<file path="config.mk">
export PLATFORM = sky130hd
export DESIGN_NAME = i2c_start_resv
export DESIGN_NICKNAME = d
export VERILOG_FILES = /design/src/rtl/i2c_resv_pkg.sv /design/src/rtl/i2c_resv_bus_track.sv /design/src/rtl/i2c_resv_wait_timer.sv /design/src/rtl/i2c_resv_txguard.sv /design/src/rtl/i2c_start_resv.sv
export SDC_FILE = /design/constraint.sdc
export NUM_CORES = 1
export LEC_CHECK = 0
export BUFFER_PORTS_ARGS = -buffer_cell sky130_fd_sc_hd__buf_2
export CAP_MARGIN = 30
export CORE_ASPECT_RATIO = 1.25
export CORE_UTILIZATION = 48
export CTS_BUF_LIST = sky130_fd_sc_hd__clkbuf_8 sky130_fd_sc_hd__clkbuf_16
export DETAILED_ROUTE_END_ITERATION = 8
export PLACE_DENSITY = 0.76
export SYNTH_ARGS = -nofsm -noshare
export SYNTH_HDL_FRONTEND = slang
export SYNTH_SLANG_ARGS = --single-unit
</file>
<file path="constraint.sdc">
create_clock -name clk -period 1.72 [get_ports clk]
set_input_delay 0.344 -clock clk [delete_from_list [all_inputs] [get_ports clk]]
set_output_delay 0.344 -clock clk [all_outputs]
set_load 0.02 [all_outputs]
</file>
<file path="src/rtl/i2c_resv_pkg.sv">
// Shared constants and the wait-period lookup for the start reservation block.
// Assumes a 4-bit clock/mode code; unused codes fall back to the longest wait.
package i2c_resv_pkg;
    localparam int CODE_W   = 4;
    localparam int WAIT_MAX = 172;
    localparam int WCNT_W   = $clog2(WAIT_MAX + 1);

    // Map a clock/mode code to its wait period in clocks.
    function automatic logic [WCNT_W-1:0] wait_lookup(input logic [CODE_W-1:0] code);
        logic [WCNT_W-1:0] n;
        case (code)
            4'd0:    n = WCNT_W'(12);
            4'd1:    n = WCNT_W'(18);
            4'd2:    n = WCNT_W'(30);
            4'd3:    n = WCNT_W'(34);
            4'd4:    n = WCNT_W'(36);
            4'd5:    n = WCNT_W'(46);
            4'd6:    n = WCNT_W'(60);
            4'd7:    n = WCNT_W'(86);
            default: n = WCNT_W'(WAIT_MAX);
        endcase
        return n;
    endfunction
endpackage

</file>
<file path="src/rtl/i2c_resv_bus_track.sv">
// Tracks bus occupancy and whether this device takes part in the transfer.
// Assumes detect inputs are single-cycle pulses from the bus engine.
module i2c_resv_bus_track (
    input  logic clk,
    input  logic rst_n,
    input  logic bus_start_det,
    input  logic bus_stop_det,
    input  logic fire,
    input  logic arb_lost,
    input  logic ext_code_rx,
    input  logic slave_ack_dis,
    input  logic release_req,
    input  logic addr_match,
    output logic bus_free,
    output logic own_active
);
    logic ext_seen;

    // Bus idle flag: our own start or a foreign start occupies, stop frees.
    always_ff @(posedge clk) begin
        if (!rst_n)                     bus_free <= 1'b1;
        else if (bus_start_det || fire) bus_free <= 1'b0;
        else if (bus_stop_det)          bus_free <= 1'b1;
    end

    // Remembers an unacknowledged extension code until release or stop.
    always_ff @(posedge clk) begin
        if (!rst_n)                               ext_seen <= 1'b0;
        else if (bus_stop_det || release_req)     ext_seen <= 1'b0;
        else if (ext_code_rx && slave_ack_dis)    ext_seen <= 1'b1;
    end

    // Participation: master after our start, slave after address match.
    always_ff @(posedge clk) begin
        if (!rst_n)                     own_active <= 1'b0;
        else if (fire || addr_match)    own_active <= 1'b1;
        else if (arb_lost || bus_stop_det || (release_req && ext_seen))
                                        own_active <= 1'b0;
    end

    // the bus only becomes free in response to a stop condition
    a_r12_free_needs_stop: assert property (@(posedge clk) disable iff (!rst_n)
        $rose(bus_free) |-> $past(bus_stop_det));

    // participation only ends on arbitration loss, stop or a valid release
    a_r6_release_cause: assert property (@(posedge clk) disable iff (!rst_n)
        $fell(own_active) |-> $past(arb_lost || bus_stop_det || release_req));
endmodule

</file>
<file path="src/rtl/i2c_resv_wait_timer.sv">
// Loads the wait period for the current clock/mode code on each start request
// and counts it down; busy while non-zero. Assumes code is stable at request.
module i2c_resv_wait_timer
    import i2c_resv_pkg::*;
(
    input  logic              clk,
    input  logic              rst_n,
    input  logic              load,
    input  logic [CODE_W-1:0] code,
    output logic              busy
);
    logic [WCNT_W-1:0] cnt;

    // Down-counter reloaded by every start request.
    always_ff @(posedge clk) begin
        if (!rst_n)           cnt <= '0;
        else if (load)        cnt <= wait_lookup(code);
        else if (cnt != '0)   cnt <= cnt - 1'b1;
    end

    assign busy = (cnt != '0);

    // the counter never exceeds the longest period
    a_r9_cnt_bound: assert property (@(posedge clk) disable iff (!rst_n)
        cnt <= WCNT_W'(WAIT_MAX));

    // a request always starts a wait period
    a_r9_busy_after_load: assert property (@(posedge clk) disable iff (!rst_n)
        load |=> busy);
endmodule

</file>
<file path="src/rtl/i2c_resv_txguard.sv">
// Holds the transmit byte and its valid flag; bytes written while a
// reservation is pending are discarded as stale.
module i2c_resv_txguard #(
    parameter int DATA_W = 8
) (
    input  logic              clk,
    input  logic              rst_n,
    input  logic              shift_wr,
    input  logic [DATA_W-1:0] shift_data,
    input  logic              resv_pend,
    input  logic              resv_take,
    output logic              tx_valid,
    output logic [DATA_W-1:0] tx_data
);
    // Valid flag: cleared when a reservation is taken or by a stale write.
    always_ff @(posedge clk) begin
        if (!rst_n)         tx_valid <= 1'b0;
        else if (resv_take) tx_valid <= 1'b0;
        else if (shift_wr)  tx_valid <= !resv_pend;
    end

    // Byte register: captures only writes that are allowed to go out.
    always_ff @(posedge clk) begin
        if (!rst_n)                       tx_data <= '0;
        else if (shift_wr && !resv_pend)  tx_data <= shift_data;
    end

    // data becomes valid only from a write made without a reservation
    a_r8_valid_source: assert property (@(posedge clk) disable iff (!rst_n)
        $rose(tx_valid) |-> $past(shift_wr && !resv_pend));
endmodule

</file>
<file path="src/rtl/i2c_start_resv.sv">
// Start reservation controller: turns a software start request into an
// immediate start on an idle bus, or a reservation fired on the next stop.
// Assumes all event and software inputs are single-cycle pulses.
module i2c_start_resv
    import i2c_resv_pkg::*;
#(
    parameter int DATA_W = 8
) (
    input  logic              clk,
    input  logic              rst_n,
    input  logic              resv_dis,
    input  logic              start_req_set,
    input  logic              start_req_clr,
    input  logic              release_req,
    input  logic              stop_irq_en,
    input  logic [CODE_W-1:0] wait_code,
    input  logic              shift_wr,
    input  logic [DATA_W-1:0] shift_data,
    input  logic              bus_start_det,
    input  logic              bus_stop_det,
    input  logic              arb_lost,
    input  logic              ext_code_rx,
    input  logic              slave_ack_dis,
    input  logic              addr_match,
    output logic              gen_start,
    output logic              stop_irq,
    output logic              master_status,
    output logic              wait_busy,
    output logic              resv_pending,
    output logic              bus_free,
    output logic              tx_valid,
    output logic [DATA_W-1:0] tx_data
);
    logic own_active;
    logic fire_now, fire_auto, fire, resv_take;

    assign fire_now  = start_req_set && bus_free;
    assign fire_auto = bus_stop_det && resv_pending;
    assign fire      = fire_now || fire_auto;
    assign resv_take = start_req_set && !bus_free && !own_active
                       && !resv_dis && !resv_pending;

    i2c_resv_bus_track u_bus (
        .clk           (clk),
        .rst_n         (rst_n),
        .bus_start_det (bus_start_det),
        .bus_stop_det  (bus_stop_det),
        .fire          (fire),
        .arb_lost      (arb_lost),
        .ext_code_rx   (ext_code_rx),
        .slave_ack_dis (slave_ack_dis),
        .release_req   (release_req),
        .addr_match    (addr_match),
        .bus_free      (bus_free),
        .own_active    (own_active)
    );

    i2c_resv_wait_timer u_wait (
        .clk   (clk),
        .rst_n (rst_n),
        .load  (start_req_set),
        .code  (wait_code),
        .busy  (wait_busy)
    );

    i2c_resv_txguard #(.DATA_W(DATA_W)) u_tx (
        .clk        (clk),
        .rst_n      (rst_n),
        .shift_wr   (shift_wr),
        .shift_data (shift_data),
        .resv_pend  (resv_pending),
        .resv_take  (resv_take),
        .tx_valid   (tx_valid),
        .tx_data    (tx_data)
    );

    // Reservation flag: taken on a busy-bus request, dropped by fire or cancel.
    always_ff @(posedge clk) begin
        if (!rst_n)                                     resv_pending <= 1'b0;
        else if (fire_auto || start_req_clr || addr_match) resv_pending <= 1'b0;
        else if (resv_take)                             resv_pending <= 1'b1;
    end

    // Start pulse toward the bus engine, one cycle per fire.
    always_ff @(posedge clk) begin
        if (!rst_n) gen_start <= 1'b0;
        else        gen_start <= fire;
    end

    // Stop interrupt pulse when enabled.
    always_ff @(posedge clk) begin
        if (!rst_n) stop_irq <= 1'b0;
        else        stop_irq <= bus_stop_det && stop_irq_en;
    end

    // Master flag: set by any start we issue, cleared by loss or stop.
    always_ff @(posedge clk) begin
        if (!rst_n)                          master_status <= 1'b0;
        else if (fire)                       master_status <= 1'b1;
        else if (arb_lost || bus_stop_det)   master_status <= 1'b0;
    end

    // every start pulse comes with the master flag
    a_r2_start_is_master: assert property (@(posedge clk) disable iff (!rst_n)
        gen_start |-> master_status);

    // a reservation and master operation never coexist
    a_r3_resv_not_master: assert property (@(posedge clk) disable iff (!rst_n)
        !(resv_pending && master_status));

    // no reservation is taken while the feature is disabled
    a_r4_disabled: assert property (@(posedge clk) disable iff (!rst_n)
        $rose(resv_pending) |-> $past(!resv_dis));

    // stop interrupt only when enabled
    a_r7_irq_gate: assert property (@(posedge clk) disable iff (!rst_n)
        stop_irq |-> $past(stop_irq_en && bus_stop_det));
endmodule

</file>
==> flow_summary.yaml, run 1 <==
status:
  status: "complete, no violations"
final_layout:
  antenna_cells: 0
  fillers: 194
  final_util: 0.641
  fin_area_mm2: 0.00142
  layout.cells.non_filler: 204
  drive_gt1_frac: 0.283
  syn_to_final_growth_pct: 24.7
  nNetsFinal: 206
routing:
  drc: 0
  drt_iter0_markers: 26
  ant_nets: 0
  viasPerCell: 4.98
  drt_first_pass_iters: 4
  wl_mm: 2.29
  wl_per_cell_um: 11.2
  vias: 1015
clock_tree:
  ctsLongestPathBuffers: 2
  root_buffer: "clkbuf_8"
  cts_sinks: 24
  cts_tree: "yes"
  h-tree-depth: 1
  insertion_delay_ns: 0.26
  postCtsHoldBufs: 0
  clk_pin_slew_ns: 0.08
  numCtsBuffers: 3
sta:
  post-route-min-period_ns: 1.64
  final.setup_skew_ns: 0.00273
  rsz0062_at_grt: "no"
  setup_viol: 0
  drv_slew: 0
  setup_tns_ns: 0
  period_share: 0.951
  worstMarginPinSlew_ns: 0.555
  finalHoldViolCount: 0
  worst_slew_margin_rel: 0.629
  fmax_ghz: 0.611
placement:
  io_buffers: 40
  placed_cell_area_mm2: 0.00135
  gp_congestion: 0.801
  placed_cells_incl_taps: 199
  dpl.hpwl_mm: 1.72
worst_setup_path:
  path_max_fanout: 4
  worst_setup_path_end_kind: "output pin"
  worstPathArrival_ns: 1.29
  r2r_slack_ns: 0.31
  startpoint_type: "flop"
  path_class: "flop to output pin"
  cp.required_ns: 1.38
global_routing:
  grt-ovfl-total: 0
  antenna_found_initial: 0
  grt_start_max_net_pins: 21
  grt_pass1_wl_mm: 3.67
  first_global_vias: 890
  grt_usage: 0.193
synthesis:
  avgSynthCellArea_um2: 8.48
  ys_types: 33
  ys_seq_area_frac: 0.423
  syn_nets: 165
  synth_area_mm2: 0.00114
  syn-instance-count: 134
  synth_seq_cells: 24
  synth.yosys.warnings: 0
floorplanning:
  ioPinCount: 41
  die_x_um: 45.5
  core-area_mm2: 0.00221
  die-area_mm2: 0.00257
  initial_core_util: 0.514
  num_rows: 19
  die_y_um: 56.4
power_and_ir_drop:
  leakage_nw: 0.670
  power_density_mw_per_mm2: 900
  vdd_ir_drop_max_v: 0.000610
  power_mw: 1.28
min_path:
  worstHoldPathType: "input port to flop"
flow_run:
  cap_violations: 0
-- path summary, 6_finish.rpt --
| kind | start | endpoint | cells after the start |
|---|---|---|---|
| worst max-delay path | u_wait.cnt[6] | wait_busy | 3 |
| worst min-delay path | start_req_clr | resv_pending | 2 |
| worst max register to register | u_wait.cnt[6] | u_wait.cnt[6] | 5 |
| worst min register to register | u_tx.tx_data[6] | u_tx.tx_data[6] | 2 |
-- synthesized netlist by cell type, drive strengths merged --
| cell | instances | area (µm²) |
|---|---|---|
| o21ai | 3 | 18.8 |
| o22ai | 1 | 6.26 |
| o31ai | 1 | 7.51 |
| xor2 | 4 | 35.0 |
| nor2 | 15 | 56.3 |
| mux2i | 2 | 20.0 |
| mux2 | 1 | 11.3 |
| nor4 | 1 | 12.5 |
| a22o | 1 | 8.76 |
| nand2 | 20 | 75.1 |
| and3 | 2 | 12.5 |
| nand3 | 1 | 10.0 |
| nand2b | 3 | 18.8 |
| a211oi | 1 | 7.51 |
| inv | 6 | 22.5 |
| nor3 | 3 | 15.0 |
| o21a | 2 | 15.0 |
| o31a | 2 | 17.5 |
| and2 | 1 | 6.26 |
| nand4b | 1 | 8.76 |
| clkbuf | 5 | 18.8 |
| buf | 1 | 5.00 |
| nor2b | 3 | 18.8 |
| xnor2 | 1 | 8.76 |
| nor4b | 2 | 17.5 |
| a311oi | 1 | 8.76 |
| or3 | 2 | 12.5 |
| ha | 5 | 62.6 |
| nor3b | 1 | 7.51 |
| a21oi | 10 | 50.1 |
| dfxtp | 24 | 480 |
| a21boi | 8 | 60.1 |
-- power by group --
part | switching, mW | total [mW] | internal (mW)
combinational | 0.170 | 0.318 | 0.148
sequential | 0.0412 | 0.642 | 0.601
clock | 0.158 | 0.315 | 0.156
-- cells by family (layout without fill, tap and decap cells) --
kind of cell / after synthesis / in the layout / share of synthesized area
muxes: 3 / 3 / 0.0275
adders and majority gates: 5 / 5 / 0.0551
DFF: 24 / 24 / 0.423
buffers and inverters: 12 / 51 / 0.0407
and+or+nand+nor: 55 / 55 / 0.239
AOI/OAI and AO/OA: 30 / 30 / 0.176
xor gates and xnor gates: 5 / 5 / 0.0385
-- cell usage in the layout (no fill, tap or decap) --
master,netlist,routed
nand2_1,20,20
mux2i_1,2,2
nor3_1,3,3
nor2b_1,3,3
a21oi_1,10,10
inv_1,6,6
and3_1,2,2
o31ai_1,1,1
nor3b_1,1,1
nand3_2,1,1
nand4b_1,1,1
o22ai_1,1,1
nand2b_1,3,3
ha_1,5,5
a311oi_1,1,1
a22o_1,1,1
a211oi_1,1,1
a21boi_0,8,8
mux2_2,1,1
buf_4,0,2
buf_2,1,40
nor4b_1,2,2
o21ai_0,2,2
clkbuf_8,0,3
xor2_1,4,4
and2_1,1,1
o21a_1,2,2
nor4_4,0,1
o31a_1,2,2
dfxtp_1,24,24
xnor2_1,1,1
or3_1,2,2
o21ai_2,1,1
nor2_1,15,15
-- timing repair --
action | in CTS | in global routing
gates cloned | 0 | 0
pin swaps | 0 | 2
endpoints found under the setup margin | 1 | 1
buffers inserted | 0 | 2
gates resized for setup | 1 | 0
-- metal layers --
| layer | vias up | wire (µm) | track usage |
|---|---|---|---|
| met3 | 4 | 99 | 0.0289 |
| met5 | - | 0 | 0 |
| li1 | 530 | - | - |
| met2 | 28 | 1170 | 0.335 |
| met4 | 0 | 38 | 0.0909 |
| met1 | 453 | 980 | 0.220 |
-- metrics by stage --
step | setup slack, ns | hold slack, ns
after CTS | 0.0199 | 0.240
final | 0.0836 | 0.246
after global routing | 0.0246 | 0.231
after global placement | 0.300 | 0.446
after floorplan | 0.324 | 0.421
after detailed placement | 0.272 | 0.455
-- final cells by class --
type / instances / area (µm²) / share of cell area
Sequential cell: 24 / 480 / 0.339
Multi-Input combinational cell: 98 / 618 / 0.436
Clock buffer: 3 / 41.3 / 0.0292
Timing Repair Buffer: 42 / 215 / 0.152
Inverter: 6 / 22.5 / 0.0159
Tap cell: 31 / 38.8 / 0.0274
-- sequential cells by signal, indices dropped and copies added, names as in the netlist --
signal            count
resv_pending          1
stop_irq              1
u_bus.own_active      1
u_wait.cnt            8
u_tx.tx_valid         1
master_status         1
gen_start             1
u_bus.bus_free        1
u_tx.tx_data          8
u_bus.ext_seen        1
-- critical path, cell delays in order (launching register included) --
cell	delay (ns)
dfxtp_1	0.35
nor4_4	0.34
nand3_2	0.15
buf_2	0.19
(Power assumes the default switching activity.)
==> inputs of run 2 (changes only) <==
Settings changed: CELL_PAD_IN_SITES_DETAIL_PLACEMENT set to 2, CELL_PAD_IN_SITES_GLOBAL_PLACEMENT set to 2, CORE_UTILIZATION 48 to 27, PLACE_DENSITY 0.76 to 0.75, REMOVE_ABC_BUFFERS set to 1.
==> run 2 against run 1 <==
Against the previous run:
- via count rose by 6.1%
- register-to-register slack got worse by 0.05 ns
- worst hold slack got worse by 0.032 ns
- cell count rose by 13%
- core utilization decreased by 28 points
- critical endpoint unchanged
- largest cell class unchanged
==> flow_summary.yaml, run 2 (synthesized netlist as in run 1, its figures left out) <==
status:
  status: "complete, no violations"
min_path:
  worstHoldPathCells: 2
  hp-start: "start_req_clr"
  worstHoldPathType: "input port to flop"
  whs_endpoint: "resv_pending"
power_and_ir_drop:
  leakage_nw: 0.685
  p_comb_frac: 0.224
  seqPwrFrac: 0.437
  vdd_ir_drop_max_v: 0.000297
  intPower_mw: 1.06
  switching_share: 0.285
  p_switching_mw: 0.422
  power_density_mw_per_mm2: 1000
  pwr-share-clk: 0.338
worst_setup_path:
  rr_worst_depth: 6
  path_class: "flop to output pin"
  path_max_fanout: 5
  r2r-start: "u_wait.cnt[0]"
  worstPathArrival_ns: 1.31
  reg2reg_to: "u_wait.cnt[4]"
  cp.required_ns: 1.38
  worst_setup_path_end_kind: "output pin"
  r2r_slack_ns: 0.26
  startpoint_type: "flop"
placement:
  dpl.hpwl_mm: 2.66
  gp_congestion: 0.755
  place_ws_ns: 0.266
  io_buffers: 40
flow_run:
  cap_violations: 0
sta:
  rsz0062_at_grt: "no"
  period_share: 0.962
  finalHoldViolCount: 0
  fmax_ghz: 0.604
  worstMarginPinSlew_ns: 0.457
  drv_slew: 0
  final.setup_skew_ns: 0.00739
  setup_ws_ns: 0.0650
  setup_tns_ns: 0
  post-route-min-period_ns: 1.66
  worst_slew_margin_rel: 0.693
  setup_viol: 0
clock_tree:
  clk_pin_slew_ns: 0.09
  cts_sinks: 24
  ctsLongestPathBuffers: 2
  numCtsBuffers: 3
  root_buffer: "clkbuf_8"
  h-tree-depth: 1
  cts_tree: "yes"
  insertion_delay_ns: 0.28
routing:
  vias: 1077
  drc: 0
  drt_iter0_markers: 13
  wl_mm: 3.46
  drt_first_pass_iters: 3
  viasPerCell: 4.68
  wl_per_cell_um: 15.0
  ant_nets: 0
floorplanning:
  core-area_mm2: 0.00407
  die-area_mm2: 0.00447
  ioPinCount: 41
  die_y_um: 74.5
  initial_core_util: 0.279
  num_rows: 26
  die_x_um: 60.0
global_routing:
  antenna_found_initial: 0
  top_usage_layer: "met2"
  first_global_vias: 1210
  groute.layer.met1.usage: 0.167
  grt_pass1_wl_mm: 5.58
  use_met2: 0.341
  grt_start_max_net_pins: 21
  use_met3: 0.0296
  grt_usage: 0.175
  grt-ovfl-total: 0
final_layout:
  syn_to_final_growth_pct: 30.2
  antenna_cells: 0
  final_common_cell: "buf_2"
  fillers: 481
  largestRegisters: "u_tx.tx_data (8), u_wait.cnt (8)"
  drive_gt1_frac: 0.293
  nNetsFinal: 206
  mostFrequentLayoutCells: "buf_2 (40), dfxtp_1 (23), nand2_1 (20), nor2_1 (15), a21oi_1 (10)"
-- run 2: cell types whose count changed in the layout (fill, tap and decap cells not counted), sizes merged --
cell / change
bufinv: +1
-- run 2: worst max path at each step --
stage | start | end | depth (start not counted) | slack [ns]
after floorplan | u_wait.cnt[3] | u_wait.cnt[1] | 4 | 0.32
after global placement | u_wait.cnt[3] | wait_busy | 3 | 0.33
after detailed placement | wait_code[0] | u_wait.cnt[3] | 6 | 0.27
after CTS | u_wait.cnt[3] | wait_busy | 3 | 0.02
after global routing | u_wait.cnt[4] | wait_busy | 3 | 0.004
final | u_wait.cnt[3] | wait_busy | 3 | 0.06
-- run 2: area by class of cell --
type | instances | area, µm² | area share
Clock buffer | 3 | 41.3 | 0.0279
Multi-Input combinational cell | 98 | 618 | 0.418
Clock inverter | 1 | 30.0 | 0.0203
Inverter | 6 | 22.5 | 0.0152
Timing Repair Buffer | 42 | 215 | 0.146
Sequential cell | 24 | 482 | 0.326
Tap cell | 56 | 70.1 | 0.0474
-- run 2: repair_timing --
| item | 4_1_cts | 5_1_grt |
|---|---|---|
| hold buffers | 0 | 0 |
| pin swaps | 0 | 1 |
| gates resized for setup | 1 | 1 |
| buffers inserted | 0 | 0 |
| setup endpoints to repair | 1 | 1 |
-- run 2: worst max-delay path, stage by stage (launching register included) --
cell	delay, ns
dfxtp_2	0.36
nor4_4	0.31
nand3_2	0.17
buf_2	0.20
-- run 2: metal layers --
| layer | vias up | wire length (µm) |
|---|---|---|
| li1 | 531 | - |
| met1 | 519 | 1260 |
| met2 | 22 | 2000 |
| met3 | 5 | 111 |
| met4 | 0 | 89 |
| met5 | - | 0 |
-- run 2: stage by stage --
step                      hold slack [ns]  std cells  cell area (µm²)  total power, mW  utilization
after floorplan                     0.415        128             1110            0.851            -
after global placement              0.448        226             1400            0.959        0.344
after detailed placement            0.463        226             1400            0.981        0.344
after CTS                           0.206        230             1480             1.51        0.363
after global routing                0.221        230             1480             1.56        0.364
final                               0.214        230             1480             1.48        0.364
-- run 2: power by group through the flow --
stage / clock (mW) / sequential, mW / combinational, mW
finish: 0.501 / 0.647 / 0.332
CTS: 0.518 / 0.647 / 0.341
global route: 0.531 / 0.653 / 0.372
floorplan: 0 / 0.666 / 0.184
detailed placement: 0 / 0.654 / 0.327
global placement: 0 / 0.650 / 0.309
